`config.mk`:
```
export PLATFORM = sky130hd
export DESIGN_NAME = burst_col_counter
export DESIGN_NICKNAME = d
export VERILOG_FILES = /design/src/rtl/burst_col_pkg.sv /design/src/rtl/bcc_rst_sync.sv /design/src/rtl/bcc_dir_pick.sv /design/src/rtl/bcc_col_step.sv /design/src/rtl/bcc_word_meter.sv /design/src/rtl/burst_col_counter.sv
export SDC_FILE = /design/constraint.sdc
export NUM_CORES = 1
export LEC_CHECK = 0
export ABC_CLOCK_PERIOD_IN_PS = 800
export BUFFER_PORTS_ARGS = -buffer_cell sky130_fd_sc_hd__buf_2
export CAP_MARGIN = 20
export CORE_MARGIN = 5
export CORE_UTILIZATION = 47
export CTS_CLUSTER_DIAMETER = 30
export DETAILED_ROUTE_END_ITERATION = 10
export GPL_TIMING_DRIVEN = 0
export HOLD_SLACK_MARGIN = 0.02
export PLACE_DENSITY = 0.75
export SYNTH_ARGS = -nofsm -noshare
export SYNTH_HDL_FRONTEND = slang
export SYNTH_HIERARCHICAL = 1
export SYNTH_SLANG_ARGS = --single-unit
```
`constraint.sdc`:
```
create_clock -name clk -period 0.8 [get_ports clk]
set_input_delay 0 -clock clk [delete_from_list [all_inputs] [get_ports clk]]
set_output_delay 0 -clock clk [all_outputs]
set_load 0.05 [all_outputs]
```
`src/rtl/burst_col_pkg.sv`:
```
package burst_col_pkg;

  typedef enum logic {
    DIR_UP   = 1'b0,
    DIR_DOWN = 1'b1
  } col_dir_e;

endpackage

```
`src/rtl/bcc_rst_sync.sv`:
```
module bcc_rst_sync #(
  parameter int STAGES = 2
) (
  input  logic clk,
  input  logic rst_n,
  output logic rst_sync_n
);

  logic [STAGES-1:0] sync_q;
  logic [STAGES-1:0] sync_d;

  always_comb begin
    sync_d = {sync_q[STAGES-2:0], 1'b1};
  end

  always_ff @(posedge clk or negedge rst_n) begin
    if (!rst_n) begin
      sync_q <= '0;
    end else begin
      sync_q <= sync_d;
    end
  end

  assign rst_sync_n = sync_q[STAGES-1];

endmodule

```
`src/rtl/bcc_dir_pick.sv`:
```
module bcc_dir_pick
  import burst_col_pkg::*;
#(
  parameter int              LINE_W   = 4,
  parameter logic [LINE_W-1:0] DOWN_OFS = 4'hC
) (
  input  logic [LINE_W-1:0] line_ofs,
  output col_dir_e          dir
);

  always_comb begin
    if (line_ofs == DOWN_OFS) begin
      dir = DIR_DOWN;
    end else begin
      dir = DIR_UP;
    end
  end

endmodule

```
`src/rtl/bcc_col_step.sv`:
```
module bcc_col_step
  import burst_col_pkg::*;
#(
  parameter int COL_W = 12,
  parameter int STEP  = 4
) (
  input  logic             clk,
  input  logic             rst_n,
  input  logic             load_en,
  input  logic             step_en,
  input  logic [COL_W-1:0] load_val,
  input  col_dir_e         load_dir,
  output logic [COL_W-1:0] col_q,
  output col_dir_e         dir_q,
  output logic             wrap_o
);

  localparam logic [COL_W-1:0] STEP_V = COL_W'(STEP);
  localparam logic [COL_W-1:0] MAX_V  = {COL_W{1'b1}};
  localparam logic [COL_W-1:0] UP_LIM = MAX_V - STEP_V;

  logic [COL_W-1:0] col_d;
  col_dir_e         dir_d;
  logic             col_en;

  always_comb begin
    if (dir_q == DIR_UP) begin
      wrap_o = (col_q > UP_LIM);
    end else begin
      wrap_o = (col_q < STEP_V);
    end
  end

  always_comb begin
    col_en = load_en | step_en;
    col_d  = col_q;
    dir_d  = dir_q;
    if (load_en) begin
      col_d = load_val;
      dir_d = load_dir;
    end else if (step_en) begin
      if (dir_q == DIR_UP) begin
        col_d = col_q + STEP_V;
      end else begin
        col_d = col_q - STEP_V;
      end
    end
  end

  always_ff @(posedge clk or negedge rst_n) begin
    if (!rst_n) begin
      col_q <= '0;
      dir_q <= DIR_UP;
    end else if (col_en) begin
      col_q <= col_d;
      dir_q <= dir_d;
    end
  end

endmodule

```
`src/rtl/bcc_word_meter.sv`:
```
module bcc_word_meter #(
  parameter int PW_W = 12
) (
  input  logic            clk,
  input  logic            rst_n,
  input  logic            clear,
  input  logic            incr,
  input  logic [PW_W-1:0] limit,
  output logic            at_limit
);

  logic [PW_W-1:0] cnt_q;
  logic [PW_W-1:0] cnt_d;
  logic            cnt_en;
  logic [PW_W:0]   issued;

  always_comb begin
    issued   = {1'b0, cnt_q} + {{PW_W{1'b0}}, 1'b1};
    at_limit = (issued >= {1'b0, limit});
  end

  always_comb begin
    cnt_en = clear | incr;
    if (clear) begin
      cnt_d = '0;
    end else begin
      cnt_d = cnt_q + {{(PW_W-1){1'b0}}, 1'b1};
    end
  end

  always_ff @(posedge clk or negedge rst_n) begin
    if (!rst_n) begin
      cnt_q <= '0;
    end else if (cnt_en) begin
      cnt_q <= cnt_d;
    end
  end

endmodule

```
`src/rtl/burst_col_counter.sv`:
```
module burst_col_counter
  import burst_col_pkg::*;
#(
  parameter int COL_W    = 12,
  parameter int PW_W     = 12,
  parameter int STEP     = 4,
  parameter int LINE_W   = 4,
  parameter int SYNC_STG = 2
) (
  input  logic             clk,
  input  logic             rst_n,
  input  logic             load_i,
  input  logic             advance_i,
  input  logic [COL_W-1:0] bus_addr_i,
  input  logic [PW_W-1:0]  page_words_i,
  output logic [COL_W-1:0] col_o,
  output logic             miss_o
);

  localparam logic [LINE_W-1:0] DOWN_OFS = LINE_W'(16 - STEP);

  logic     rst_sync_n;
  col_dir_e pick_dir;
  col_dir_e dir_q;
  logic     wrap;
  logic     at_limit;
  logic     miss_now;
  logic     reload;
  logic     step;
  logic     miss_d;
  logic     miss_q;

  bcc_rst_sync #(.STAGES(SYNC_STG)) u_rst (
    .clk        (clk),
    .rst_n      (rst_n),
    .rst_sync_n (rst_sync_n)
  );

  bcc_dir_pick #(.LINE_W(LINE_W), .DOWN_OFS(DOWN_OFS)) u_dir (
    .line_ofs (bus_addr_i[LINE_W-1:0]),
    .dir      (pick_dir)
  );

  always_comb begin
    miss_now = advance_i & ~load_i & (wrap | at_limit);
    reload   = load_i | miss_now;
    step     = advance_i & ~load_i & ~miss_now;
    miss_d   = miss_now;
  end

  bcc_col_step #(.COL_W(COL_W), .STEP(STEP)) u_col (
    .clk      (clk),
    .rst_n    (rst_sync_n),
    .load_en  (reload),
    .step_en  (step),
    .load_val (bus_addr_i),
    .load_dir (pick_dir),
    .col_q    (col_o),
    .dir_q    (dir_q),
    .wrap_o   (wrap)
  );

  bcc_word_meter #(.PW_W(PW_W)) u_meter (
    .clk      (clk),
    .rst_n    (rst_sync_n),
    .clear    (reload),
    .incr     (step),
    .limit    (page_words_i),
    .at_limit (at_limit)
  );

  always_ff @(posedge clk or negedge rst_sync_n) begin
    if (!rst_sync_n) begin
      miss_q <= 1'b0;
    end else begin
      miss_q <= miss_d;
    end
  end

  assign miss_o = miss_q;

endmodule

```
; ---- Word level (Yosys, flattened, before mapping)
; Cells that the tools add are included.
[totals]
ff_bits = 28
latchBits = 0
mem_bits_rw = 0
mem_bits_ro = 0
inputBits = 28
output_inout_bits = 13
word_cells = 30
n_memories = 0
[op_classes]
n_addsub = 4
mul = 0
div_mod_pow = 0
order_cmp = 3
eq_ne = 1
shift = 0
muxes = 6
n_bitwise = 8
n_reduce_logical = 3
[ops]
columns = op, n
row1 = 2-to-1 mux 12 bit, 4
row2 = "adder 12 x 1 -> 13 bit, second input constant", 1
row3 = greater-or-equal comparator 13 x 12 -> 1 bit, 1
row4 = "adder 12 x 1 -> 12 bit, second input constant", 1
row5 = "adder 12 x 3 -> 12 bit, second input constant", 1
row6 = "greater-than comparator 12 bit, second input constant", 1
row7 = "less-than comparator 12 x 3 -> 1 bit, second input constant", 1
row8 = "subtractor 12 x 3 -> 12 bit, second input constant", 1
row9 = "== test 4 bit, second input constant", 1
row10 = AND reduction 2 bit, 2
row11 = bitwise AND 1 bit, 3
row12 = OR 1 bit, 3
row13 = 2-to-1 mux 1 bit, 2
row14 = NOT 1 bit, 2
row15 = nonzero test 2 bit, 1

; ---- Depth between registers and ports, before layout
[depth]
ltp_word = 8
ltp_mapped = 16

; ---- Cells and area by module
; Netlist, hierarchy kept.
[by_module_without_submodules]
columns = mod, instances, cells_per_inst, area_each_um2
row1 = bcc_word_meter, 1, 123, 1058.5
row2 = bcc_col_step, 1, 104, 928.4
row3 = burst_col_counter, 1, 7, 67.6
row4 = bcc_rst_sync, 1, 3, 53.8
row5 = bcc_dir_pick, 1, 1, 12.5

; ---- Worst setup path before layout
; Ideal clock, no wire load.
[synth_path]
path_kind = register to register
startpoint = reg u_meter.cnt_q[3]
endpoint = reg u_col.col_q[1]
setup_time_ps = 125
arrival_time_ps = 3084
setup_slack_ps = -2408
stages_incl_launch_ff = 14
path_buffers = 3
period_less_slack_ps = 3208
path_cell_list = dfrtp_1 buf_2 nand4_4 nor4_1 xor2_1 ha_1 nand3_1 or3_1 o211ai_1 o21ai_1 nand2b_1 buf_4 clkbuf_1 mux2_2
[synth_lines]
columns = element, line
row1 = from (decl), bcc_word_meter.sv:12  ; logic [PW_W-1:0] cnt_q;
row2 = from (signal assigned), bcc_word_meter.sv:35  ; cnt_q <= cnt_d;
row3 = adder 12 x 1 -> 13 bit *, bcc_word_meter.sv:18  ; issued = {1'b0, cnt_q} + {{PW_W{1'b0}}, 1'b1};
row4 = greater-or-equal comparator 13 x 12 -> 1 bit *, bcc_word_meter.sv:19  ; at_limit = (issued >= {1'b0, limit});
row5 = named net at_limit, burst_col_counter.sv:26  ; logic at_limit;
row6 = OR 1 bit *, burst_col_counter.sv:45  ; miss_now = advance_i & ~load_i & (wrap | at_limit);
row7 = bitwise AND 1 bit *, burst_col_counter.sv:45
row8 = OR 1 bit *, burst_col_counter.sv:46  ; reload = load_i | miss_now;
row9 = named net reload, burst_col_counter.sv:28  ; logic reload;
row10 = nonzero test 2 bit (no source line) or OR 1 bit (tied branches), --
row11 = AND reduction 2 bit (no source line), --
row12 = to (signal assigned), bcc_col_step.sv:55  ; col_q <= col_d;
row13 = to (decl), bcc_col_step.sv:13  ; output logic [COL_W-1:0] col_q,
; The timed path passes the listed nets; every way through them passes the cells marked *.
; A chain may end at the register's enable or synchronous reset.

; ---- Final worst setup path
[layout_path]
startpoint = reg u_meter.cnt_q[2]
endpoint = reg u_col.col_q[9]
; Same word-level chain as after synthesis.

==> run metrics <==
Mean Syn Cell Area=8.91 sq um; min cycle time layout=3.14 ns; Synth Register Bits=28; antenna violations before repair=0; Distinct cells, synth=49; CTS sink cnt=28; count leader, synth=dfrtp_1; share of total power in combinational logic=0.315; Net Sw Power=1350 uW; IO buf count=40; fin cells=390; RSZ-0062 raised after global routing=true; clock network fraction of design power=0.277; Die H=77.2 um; via count=2265; Setup Skew=0.00447 ns; Tcrit/Tclk final=3.92; startpoint types=flip-flop; Yosys warnings=6; Static Leak=0.00161 uW; ratio of cells with drive above 1 in the final layout=0.459; post-route setup slack=-2.34 ns; Vias/cell=5.81; Die Footprint=0.00596 sq mm; CP max FO=6; share of the synthesized area in the top cell type=0.330; max_cap viols=0; DR pass1 iterations=4; Initial Util=0.487; num rows=24; Final Max Slew Viols=0; cts bufs inserted=3; CP required=0.96 ns; total chip power=4190 uW; Antenna Cells=0; placed cells=330; status=complete, but fails checks; Core ar.=0.00435 sq mm; CTS tree=built; Fin. Hold Viols=0; Setup violations, final=39; gpl congestion=0.846; Syn Nets=283; largest net degree at the start of global routing=27; VDD IR max=0.00133 V; commonest cells in the synthesized netlist=28 x dfrtp_1, 22 x nor2_1, 21 x nand2_1; ys async rst share=1.00; synthesized area=0.00212 sq mm; ranking of synthesized cells by area=dfrtp_1 33%, ha_1 10%, xnor2_1 6.2%, nor2_1 3.9%, nand2_1 3.7%; Synth area leader=dfrtp_1; number of global-route vias before repair=2030; critical path endpoint category=flip-flop; final core utilization=0.774; register area share after synthesis=0.330; Slew headroom=0.445; area grow syn2layout=59.0%; aggregate global-route resource usage=0.191; Post-synth EDFFs=0; die width=77.2 um; DRC=0; internal cell power=2830 uW; Power Dens Cells=1240 mW/mm^2; Root Buffer=clkbuf_8; arrival time at the worst endpoint=3.30 ns; drt total wl=7140 um; Worst-Skew Late Latency=0.28 ns; Routed WL per cell=18.3 um; global-route wire length before repair=9610 um; Fin Hold WS=0.0825 ns; post-route antenna net violation count=0; f_max=0.319 GHz; Iter 0 DRT Violations=174; Top FF cell, synth=dfrtp_1; hold crit path type=in -> reg; clock buffer depth=2; critical path class=reg -> reg; io pins=41; clock slew at reported path FFs=0.11 ns; GRT overflow=0; post-DP HPWL=3340 um; Reg power frac=0.408; Worst-Margin Slew=0.826 ns; setup TNS=-57.47 ns; failing checks=setup timing; switching share of power=0.323; Post-Syn Instances=238; H-tree Lvls=1; Final nets=384
[what timing repair did]
action                                  4_1_cts  5_1_grt
pin swaps                                    16       18
resized for setup                            71       33
cloned                                        1        3
hold buffers                                 14        0
endpoints found under the setup margin       39       65
buffers inserted                             29       13
endpoints found under the hold margin        14        0
[worst paths after layout]
path | startpoint | to | slack [ns] | cells past startpoint
worst max-delay path | u_meter/cnt_q[2]$_DFFE_PN0P_ | u_col/col_q[9]$_DFFE_PN0N_ | -2.34 | 14
worst min-delay path | bus_addr_i[9] | u_col/col_q[9]$_DFFE_PN0N_ | 0.08 | 4
worst max register to register | u_meter/cnt_q[2]$_DFFE_PN0P_ | u_col/col_q[9]$_DFFE_PN0N_ | -2.34 | 14
worst min register to register | u_rst/sync_q[1]$_DFF_PN0_ | u_col/col_q[7]$_DFFE_PN0N_ | 0.26 | 0
max in group asynchronous | rst_n | u_rst/sync_q[1]$_DFF_PN0_ | 0.11 | 3
min in group asynchronous | u_rst/sync_q[1]$_DFF_PN0_ | u_col/col_q[7]$_DFFE_PN0N_ | 0.26 | 0
[power groups by stage]
| stage | Clock, uW | Sequential (uW) | Combinational, uW |
|---|---|---|---|
| CTS | 1160 | 1690 | 1080 |
| finish | 1160 | 1710 | 1320 |
| global route | 1250 | 1730 | 1400 |
| detailed placement | 0 | 1700 | 811 |
| global placement | 0 | 1690 | 799 |
| floorplan | 0 | 1900 | 363 |
[registers in the layout, summed over array words and instances (netlist names)]
register / count
u_col/dir_q: 1
u_meter/cnt_q: 12
u_col/col_q: 12
miss_o: 1
u_rst/sync_q: 2
[area by class of cell]
cell class / count / area, sq um
multi-input combinational: 185 / 1500
fill: 274 / 982
timing repair buffer: 97 / 850
sequential: 28 / 724
buffer: 8 / 104
tap: 52 / 65.1
inverter: 16 / 60.1
clock buffer: 3 / 41.3
clock inverter: 1 / 30.0
[layout by cell type, fill, tap and decap left out, types with 4 or more instances in the layout]
master / instances
dfrtp_1: 11
dfrtp_2: 16
mux2_4: 4
nor2_1: 22
nand2b_1: 4
nand3_1: 10
inv_1: 16
nand4_1: 7
a21oi_1: 5
o21ai_0: 4
buf_4: 30
ha_1: 15
nand2_1: 17
xnor2_1: 12
xor2_1: 9
buf_2: 27
dlygate4sd3_1: 14
buf_8: 7
nor3_2: 4
clkbuf_8: 4
buf_6: 23
o21ai_1: 6
[per-layer routing]
layer  wire [um]  GRT usage  up-vias
met5           0          0        -
met4         172     0.0412        0
met3         439     0.0234       17
met2        3620      0.329      106
met1        2920      0.256     1108
li1            -          -     1034
[cell families (layout without fill, tap and decap cells)]
kind of cell / Yosys count / after routing / share of synthesized area
AOI/OAI and AO/OA: 30 / 30 / 0.0879
DFF: 28 / 28 / 0.330
adders and majority gates: 17 / 17 / 0.100
muxes: 6 / 6 / 0.0313
and+or+nand+nor: 107 / 107 / 0.299
xor gates and xnor gates: 24 / 24 / 0.0991
other: 1 / 1 / 0.00177
buffers and inverters: 25 / 125 / 0.0507
[metrics by stage]
step | worst slack (ns) | cell area [sq um]
2_1_floorplan | -2.04 | 2180
3_3_place_gp | -2.41 | 2440
3_5_place_dp | -2.44 | 2440
4_1_cts | -2.15 | 3130
5_1_grt | -2.52 | 3370
6_report | -2.34 | 3370
[worst max-delay path: stages (launching register included)]
cell	delay [ns]
dfrtp_1	0.36
buf_6	0.12
nand4_4	0.17
nor3_1	0.28
xnor2_1	0.14
ha_1	0.29
nand2_1	0.05
or3_1	0.30
o211ai_1	0.26
o21ai_1	0.10
nand2b_1	0.22
buf_6	0.17
nand2b_4	0.14
nor3_2	0.04
or3b_1	0.39
Note: power is estimated with default switching activity, not from simulation.
